<file path="src/rtl/spim_pkg.sv">
package spim_pkg;
  localparam int unsigned DATA_BITS  = 8;
  localparam int unsigned FRAME_BITS = DATA_BITS + 2;
  localparam int unsigned DIV_MAX    = 10;

  typedef enum logic {ST_IDLE, ST_FRAME} adapter_st_e;

  function automatic int unsigned div_factor(input logic [1:0] sel);
    case (sel)
      2'b00:   return 1;
      2'b01:   return 2;
      2'b10:   return 4;
      default: return 10;
    endcase
  endfunction
endpackage

</file>
<file path="src/rtl/spim_sync.sv">
module spim_sync #(
  parameter int unsigned STAGES  = 2,
  parameter logic        RST_VAL = 1'b0
) (
  input  logic clk_i,
  input  logic rst_ni,
  input  logic d_i,
  output logic q_o
);
  logic [STAGES-1:0] sr_q;

  generate
    if (STAGES == 1) begin : g_single
      always_ff @(posedge clk_i or negedge rst_ni) begin
        if (!rst_ni) sr_q <= RST_VAL;
        else         sr_q <= d_i;
      end
    end else begin : g_chain
      always_ff @(posedge clk_i or negedge rst_ni) begin
        if (!rst_ni) sr_q <= {STAGES{RST_VAL}};
        else         sr_q <= {sr_q[STAGES-2:0], d_i};
      end
    end
  endgenerate

  assign q_o = sr_q[STAGES-1];
endmodule

</file>
<file path="src/rtl/spim_prescaler.sv">
module spim_prescaler import spim_pkg::*; (
  input  logic       clk_i,
  input  logic       rst_ni,
  input  logic       clr_i,
  input  logic [1:0] div_sel_i,
  output logic       tick_o
);
  localparam int unsigned CW = $clog2(DIV_MAX);

  logic [CW-1:0] cnt_q;
  logic [CW-1:0] lim;

  assign lim    = CW'(div_factor(div_sel_i) - 1);
  assign tick_o = (cnt_q >= lim);

  always_ff @(posedge clk_i or negedge rst_ni) begin
    if (!rst_ni)              cnt_q <= '0;
    else if (clr_i || tick_o) cnt_q <= '0;
    else                      cnt_q <= cnt_q + 1'b1;
  end
endmodule

</file>
<file path="src/rtl/spim_bit_timer.sv">
module spim_bit_timer import spim_pkg::*; #(
  parameter int unsigned BIT_TICKS = 128
) (
  input  logic                          clk_i,
  input  logic                          rst_ni,
  input  logic                          start_i,
  input  logic                          run_i,
  input  logic                          tick_i,
  output logic [$clog2(FRAME_BITS)-1:0] bit_idx_o,
  output logic                          mid_o,
  output logic                          rise_o,
  output logic                          fall_o,
  output logic                          wrap_o
);
  localparam int unsigned TW   = $clog2(BIT_TICKS);
  localparam int unsigned BW   = $clog2(FRAME_BITS);
  localparam int unsigned HALF = BIT_TICKS / 2;

  logic [TW-1:0] tick_q;
  logic [BW-1:0] idx_q;
  logic          step;

  assign step   = run_i && tick_i;
  assign mid_o  = step && (tick_q == TW'(HALF - 1));
  assign rise_o = step && (tick_q == TW'(HALF));
  assign fall_o = step && (tick_q == TW'(BIT_TICKS - 2));
  assign wrap_o = step && (tick_q == TW'(BIT_TICKS - 1));
  assign bit_idx_o = idx_q;

  always_ff @(posedge clk_i or negedge rst_ni) begin
    if (!rst_ni) begin
      tick_q <= '0;
      idx_q  <= '0;
    end else if (start_i) begin
      tick_q <= '0;
      idx_q  <= '0;
    end else if (wrap_o) begin
      tick_q <= '0;
      idx_q  <= (idx_q == BW'(FRAME_BITS - 1)) ? '0 : idx_q + 1'b1;
    end else if (step) begin
      tick_q <= tick_q + 1'b1;
    end
  end
endmodule

</file>
<file path="src/rtl/spim_bus_adapter.sv">
module spim_bus_adapter import spim_pkg::*; #(
  parameter int unsigned BIT_TICKS   = 128,
  parameter int unsigned SYNC_STAGES = 2
) (
  input  logic       clk_i,
  input  logic       rst_ni,
  input  logic [1:0] div_sel_i,
  input  logic       ctrl_req_ni,
  output logic       ctrl_busy_no,
  input  logic       bus_idle_i,
  output logic       sck_o,
  input  logic       host_mosi_i,
  output logic       host_miso_o,
  output logic       bus_tx_o,
  input  logic       bus_rx_i
);
  localparam int unsigned BW = $clog2(FRAME_BITS);

  logic          req_n_s, idle_s;
  adapter_st_e   st_q;
  logic          pend_q, start, tick;
  logic [BW-1:0] bit_idx, nxt_idx;
  logic          ev_mid, ev_rise, ev_fall, ev_wrap, in_data;

  spim_sync #(.STAGES(SYNC_STAGES), .RST_VAL(1'b1)) u_sync_req (
    .clk_i, .rst_ni, .d_i(ctrl_req_ni), .q_o(req_n_s)
  );
  spim_sync #(.STAGES(SYNC_STAGES), .RST_VAL(1'b0)) u_sync_idle (
    .clk_i, .rst_ni, .d_i(bus_idle_i), .q_o(idle_s)
  );

  // pending request survives release while the bus is occupied
  assign start = (st_q == ST_IDLE) && (pend_q || !req_n_s) && idle_s;

  spim_prescaler u_presc (
    .clk_i, .rst_ni, .clr_i(start), .div_sel_i, .tick_o(tick)
  );

  spim_bit_timer #(.BIT_TICKS(BIT_TICKS)) u_timer (
    .clk_i, .rst_ni,
    .start_i  (start),
    .run_i    (st_q == ST_FRAME),
    .tick_i   (tick),
    .bit_idx_o(bit_idx),
    .mid_o    (ev_mid),
    .rise_o   (ev_rise),
    .fall_o   (ev_fall),
    .wrap_o   (ev_wrap)
  );

  assign nxt_idx = bit_idx + 1'b1;
  assign in_data = (bit_idx >= BW'(1)) && (bit_idx <= BW'(DATA_BITS));

  always_ff @(posedge clk_i or negedge rst_ni) begin
    if (!rst_ni) begin
      st_q         <= ST_IDLE;
      pend_q       <= 1'b0;
      ctrl_busy_no <= 1'b1;
      bus_tx_o     <= 1'b1;
      sck_o        <= 1'b0;
      host_miso_o  <= 1'b1;
    end else if (start) begin
      st_q         <= ST_FRAME;
      pend_q       <= 1'b0;
      ctrl_busy_no <= 1'b0;
      bus_tx_o     <= 1'b0;
      sck_o        <= 1'b0;
    end else if (st_q == ST_IDLE) begin
      if (!req_n_s) pend_q <= 1'b1;
    end else begin
      if (ev_mid && in_data)  host_miso_o <= bus_rx_i;
      if (ev_rise && in_data) sck_o <= 1'b1;
      if (ev_fall)            sck_o <= 1'b0;
      if (ev_wrap) begin
        if (bit_idx == BW'(FRAME_BITS - 1)) begin
          st_q         <= ST_IDLE;
          ctrl_busy_no <= 1'b1;
          bus_tx_o     <= 1'b1;
        end else if (nxt_idx <= BW'(DATA_BITS)) begin
          bus_tx_o <= host_mosi_i;
        end else begin
          bus_tx_o <= 1'b1;
        end
      end
    end
  end
endmodule

</file>
<file path="config.mk">
export PLATFORM = sky130hd
export DESIGN_NAME = spim_bus_adapter
export DESIGN_NICKNAME = d
export VERILOG_FILES = /design/src/rtl/spim_pkg.sv /design/src/rtl/spim_sync.sv /design/src/rtl/spim_prescaler.sv /design/src/rtl/spim_bit_timer.sv /design/src/rtl/spim_bus_adapter.sv
export SDC_FILE = /design/constraint.sdc
export NUM_CORES = 1
export LEC_CHECK = 0
export ABC_AREA = 1
export BUFFER_PORTS_ARGS = -buffer_cell sky130_fd_sc_hd__buf_2
export CORE_ASPECT_RATIO = 0.7
export CORE_MARGIN = 3
export CORE_UTILIZATION = 31
export DETAILED_ROUTE_END_ITERATION = 16
export PLACE_DENSITY = 0.6
export SLEW_MARGIN = 5
export SYNTH_ARGS = -nofsm -noshare
export SYNTH_HDL_FRONTEND = slang
export SYNTH_HIERARCHICAL = 1
export SYNTH_SLANG_ARGS = --single-unit
</file>
<file path="constraint.sdc">
create_clock -name clk_i -period 1.8 [get_ports clk_i]
set_input_delay 0.09 -clock clk_i [delete_from_list [all_inputs] [get_ports clk_i]]
set_output_delay 0.09 -clock clk_i [all_outputs]
set_load 0.03 [all_outputs]
</file>
==> impl_metrics.csv <==
group,metric,value,unit
status,status,"completed",
clock_tree,clk_latency,0.27,ns
yosys,synth_top_family_by_area,"simple AND/OR/NAND/NOR gates",
critical_path,cp_data_arrival_time,1.99,ns
finish,layout.nets,236,
yosys,seq_area_frac_synth,0.4272,
yosys,synthTopCellsByArea,"dfrtp_1 (34%), nand2_1 (11%), dfstp_2 (8.9%)",
global_routing,grt_max_degree,26,
floorplan,core_area,0.004454,sq mm
floorplan,chipWidth,88.56,microns
critical_path,cp_data_required_time,2.00,ns
placement,place_area,0.001695,sq mm
timing,worstMarginPinSlew,0.5510,ns
yosys,yosysUniqueCellTypes,30,
yosys,synth_top_area_cell,"dfrtp_1",
global_routing,grt_use_total,0.1072,
critical_path,cp_max_fo,3,
global_routing,antenna_found_initial,0,
critical_path,crit_chain,"ha_4 > nand2_1 > nand2_1 > nand2_2 > nand3_2 > nand2_2 > inv_2 > buf_6 > nand2_4 > nor2_4 > nand2_2 > o31ai_2 > inv_1",
timing,finalClockSkew,0.002349,ns
timing,max_freq,0.5597,GHz
yosys,synth_fp_nets,200,
clock_tree,cts_sinks,25,
finish,antenna_cells,0,
critical_path,path_depth,13,
yosys,synth_top_area_frac,0.3384,
floorplan,die_y,63.79,microns
route,routed_wl,2865,microns
timing,hold_violations,0,
power,static-leakage-power,0.0009314,uW
clock_tree,root_buffer,"clkbuf_8",
yosys,avgSynthCellArea,8.126,sq um
route,wl_per_cell,10.53,microns
min_path,hold_depth,3,
timing,slew_viol_final,0,
critical_path,r2r_slack,0.01,ns
floorplan,fp.dieArea,0.005649,sq mm
timing,relSlewSlack,0.6327,
critical_path,worst_path_max_delay_cell,"dfrtp_2",
critical_path,crit_type,"flip-flop to flip-flop",
timing,fin_crit,1.787,ns
placement,gp_congestion,0.7829,
route,antenna_left,0,
yosys,synthesis.area,0.001479,sq mm
global_routing,grt_overflow,0,
finish,drive_above_1_share,0.3272,
yosys,synthXorXnorAreaFrac,0.02961,
yosys,yosys.area_share.adder,0.08460,
min_path,hold_class,"input pin to flip-flop",
floorplan,rows,20,
finish,regArea,633.1,sq um
global_routing,grt_pass1_vias,1013,
critical_path,worst_r2r_path_depth,13,
floorplan,pin_count,12,
clock_tree,cts_buffer_depth,2,
route,drc,0,
critical_path,cpMostUsedCell,"nand2_2",
finish,area_delta_synth_final,27.83,%
placement,io_buffers,11,
critical_path,cp-start-kind,"flip-flop",
yosys,synth_compound_area_frac,0.05076,
yosys,ys_ff_latch,25,
route,drtIter0Drc,49,
timing,finalCritPeriodShare,0.9927,
clock_tree,clk_pin_slew,0.08,ns
route,num_vias,1213,
min_path,worstHoldEndpoint,"host_miso_o$_DFFE_PN1P_",
yosys,synth_warnings,6,
critical_path,crit_path_max_incr_delay,0.44,ns
yosys,synthCells,182,
timing,hold_slack,0.01927,ns
min_path,hp-start,"bus_rx_i",
timing,rsz0062_at_grt,"yes",
placement,hpwl,2170,microns
yosys,synth_mux_area_frac,0,
finish,final.fill_count,452,
critical_path,path_delay_family,"simple AND/OR/NAND/NOR gates",
finish,multiInputGateArea,815.8,sq um
finish,stdcell_area,0.001891,sq mm
power,pwr_density_cell,1113,mW/mm^2
critical_path,worstPathBufferInverterCount,3,
clock_tree,cts_tree,"built",
job,cap_viol_max_count,0,
yosys,yosys.area_share.simple,0.3325,
route,drt_first_pass_iters,4,
critical_path,r2r_end,"bus_tx_o$_DFFE_PN1P_",
timing,setup_viol,0,
clock_tree,htree_levels,1,
critical_path,reg2reg_from,"u_presc/cnt_q[1]$_DFF_PN0_",
clock_tree,cts_buffers,3,
route,viasPerCell,4.460,
power,vdd_drop_max,517.7,uV
floorplan,initial_core_util,0.3320,
critical_path,crit_path_end_kind,"flip-flop",
global_routing,grt_pass1_wl,4754,microns
[layout by cell type (no fill, tap or decap), types with 2 or more instances in the layout]
cell           count
nand3_4            2
nand4_1            3
nor2_1            19
dfrtp_1           19
dlygate4sd3_1      3
nand2_4            3
nand2_2           10
nand3b_1           2
dfstp_2            5
xor2_1             3
o21ai_0            3
xnor2_1            2
inv_2              5
nand3_1           14
ha_4               2
clkbuf_8           3
nand2_1           37
nor3_1             2
nor2_2             3
buf_2             11
inv_1             22
ha_1               8
buf_6              2
o21ai_1            2
a21oi_1            2
nor2_4             2
buf_4             15
[how the worst max path moves through the flow]
| stage | startpoint | to | slack [ns] |
|---|---|---|---|
| 2_1_floorplan | u_presc/cnt_q[3]$_DFF_PN0_ | bus_tx_o$_DFFE_PN1P_ | 0.02 |
| 3_3_place_gp | div_sel_i[1] | bus_tx_o$_DFFE_PN1P_ | -0.07 |
| 3_5_place_dp | div_sel_i[1] | bus_tx_o$_DFFE_PN1P_ | -0.09 |
| 4_1_cts | u_presc/cnt_q[1]$_DFF_PN0_ | bus_tx_o$_DFFE_PN1P_ | 0.003 |
| 5_1_grt | u_presc/cnt_q[1]$_DFF_PN0_ | sck_o$_DFFE_PN0P_ | -0.14 |
| 6_report | u_presc/cnt_q[1]$_DFF_PN0_ | bus_tx_o$_DFFE_PN1P_ | 0.01 |
[kinds of logic after synthesis]
| family | after synthesis |
|---|---|
| and+or+nand+nor | 101 |
| buffers and inverters | 28 |
| DFF | 25 |
| AOI/OAI and AO/OA | 12 |
| adders and majority gates | 10 |
| xor gates and xnor gates | 5 |
| other | 1 |
[routing by layer]
metal | wire length (microns) | part of all wire | GRT usage
met3 | 132 | 0.046 | 0.03479
met4 | 14 | 0.0049 | 0.02264
met5 | 0 | 0 | 0
met2 | 1102 | 0.38 | 0.1353
met1 | 1616 | 0.56 | 0.1724
[where the power goes]
| group | internal, uW | switching (uW) |
|---|---|---|
| Clock | 158 | 169 |
| Sequential | 666 | 102 |
| Combinational | 498 | 511 |
[flip-flops by register name, indices dropped and copies added (netlist names)]
signal             cells
u_timer/tick_q         7
pend_q                 1
u_sync_req/sr_q        2
u_sync_idle/sr_q       2
host_miso_o            1
u_timer/bit_idx_o      4
ctrl_busy_no           1
st_q                   1
u_presc/cnt_q          4
bus_tx_o               1
sck_o                  1
[repair_timing]
item,in CTS,in global routing
buffers inserted,0,5
endpoints found under the hold margin,22,0
gates cloned,0,0
pin swaps,4,9
resized for setup,2,18
endpoints found under the setup margin,4,10
hold buffers,3,0
[worst register-to-register path: cells and delay by family, from the launching register on]
family | cells | cell delay (ns)
AND/OR/NAND/NOR | 8 | 0.53
flip-flops | 1 | 0.44
adder cells (fa/ha/maj) | 1 | 0.27
buffers and inverters | 3 | 0.25
AO/OA/AOI/OAI | 1 | 0.23
[Yosys cell counts]
library cell	n
ha_1	10
conb_1	1
nor4_1	1
nand2_2	5
xnor2_1	2
nor3_1	2
a21oi_2	1
inv_4	1
nand3_4	1
a22o_1	1
nand3b_1	2
nor2_2	2
nor2_4	2
nand2_4	2
xor2_1	3
a21oi_1	2
or2_2	1
inv_2	4
o21a_1	1
nand2_1	43
o21ai_0	5
nor2_1	20
o21bai_1	1
dfrtp_1	20
o31ai_1	1
nand4_1	3
inv_1	23
nand3_1	16
dfstp_2	5
nand4_2	1
[cell type report]
cell class / instances / area share
multi-input cells: 129 / 0.4315
flip-flops and latches: 25 / 0.3349
repair buffers: 31 / 0.1165
inverters: 28 / 0.05692
well taps: 55 / 0.03640
clock buffers: 4 / 0.02383
[stage by stage]
stage               instances  power (uW)  setup slack [ns]  setup TNS (ns)    util
floorplan                 182        1245           0.02045               0       -
global placement          260        1549          -0.06669        -0.08338  0.3806
detailed placement        260        1561          -0.08645         -0.1702  0.3806
CTS                       267        1915          0.002502               0  0.4003
global route              272        2281           -0.1439         -0.7926  0.4244
finish                    272        2104           0.01321               0  0.4244
No activity file was read; power rests on OpenSTA's default activity.
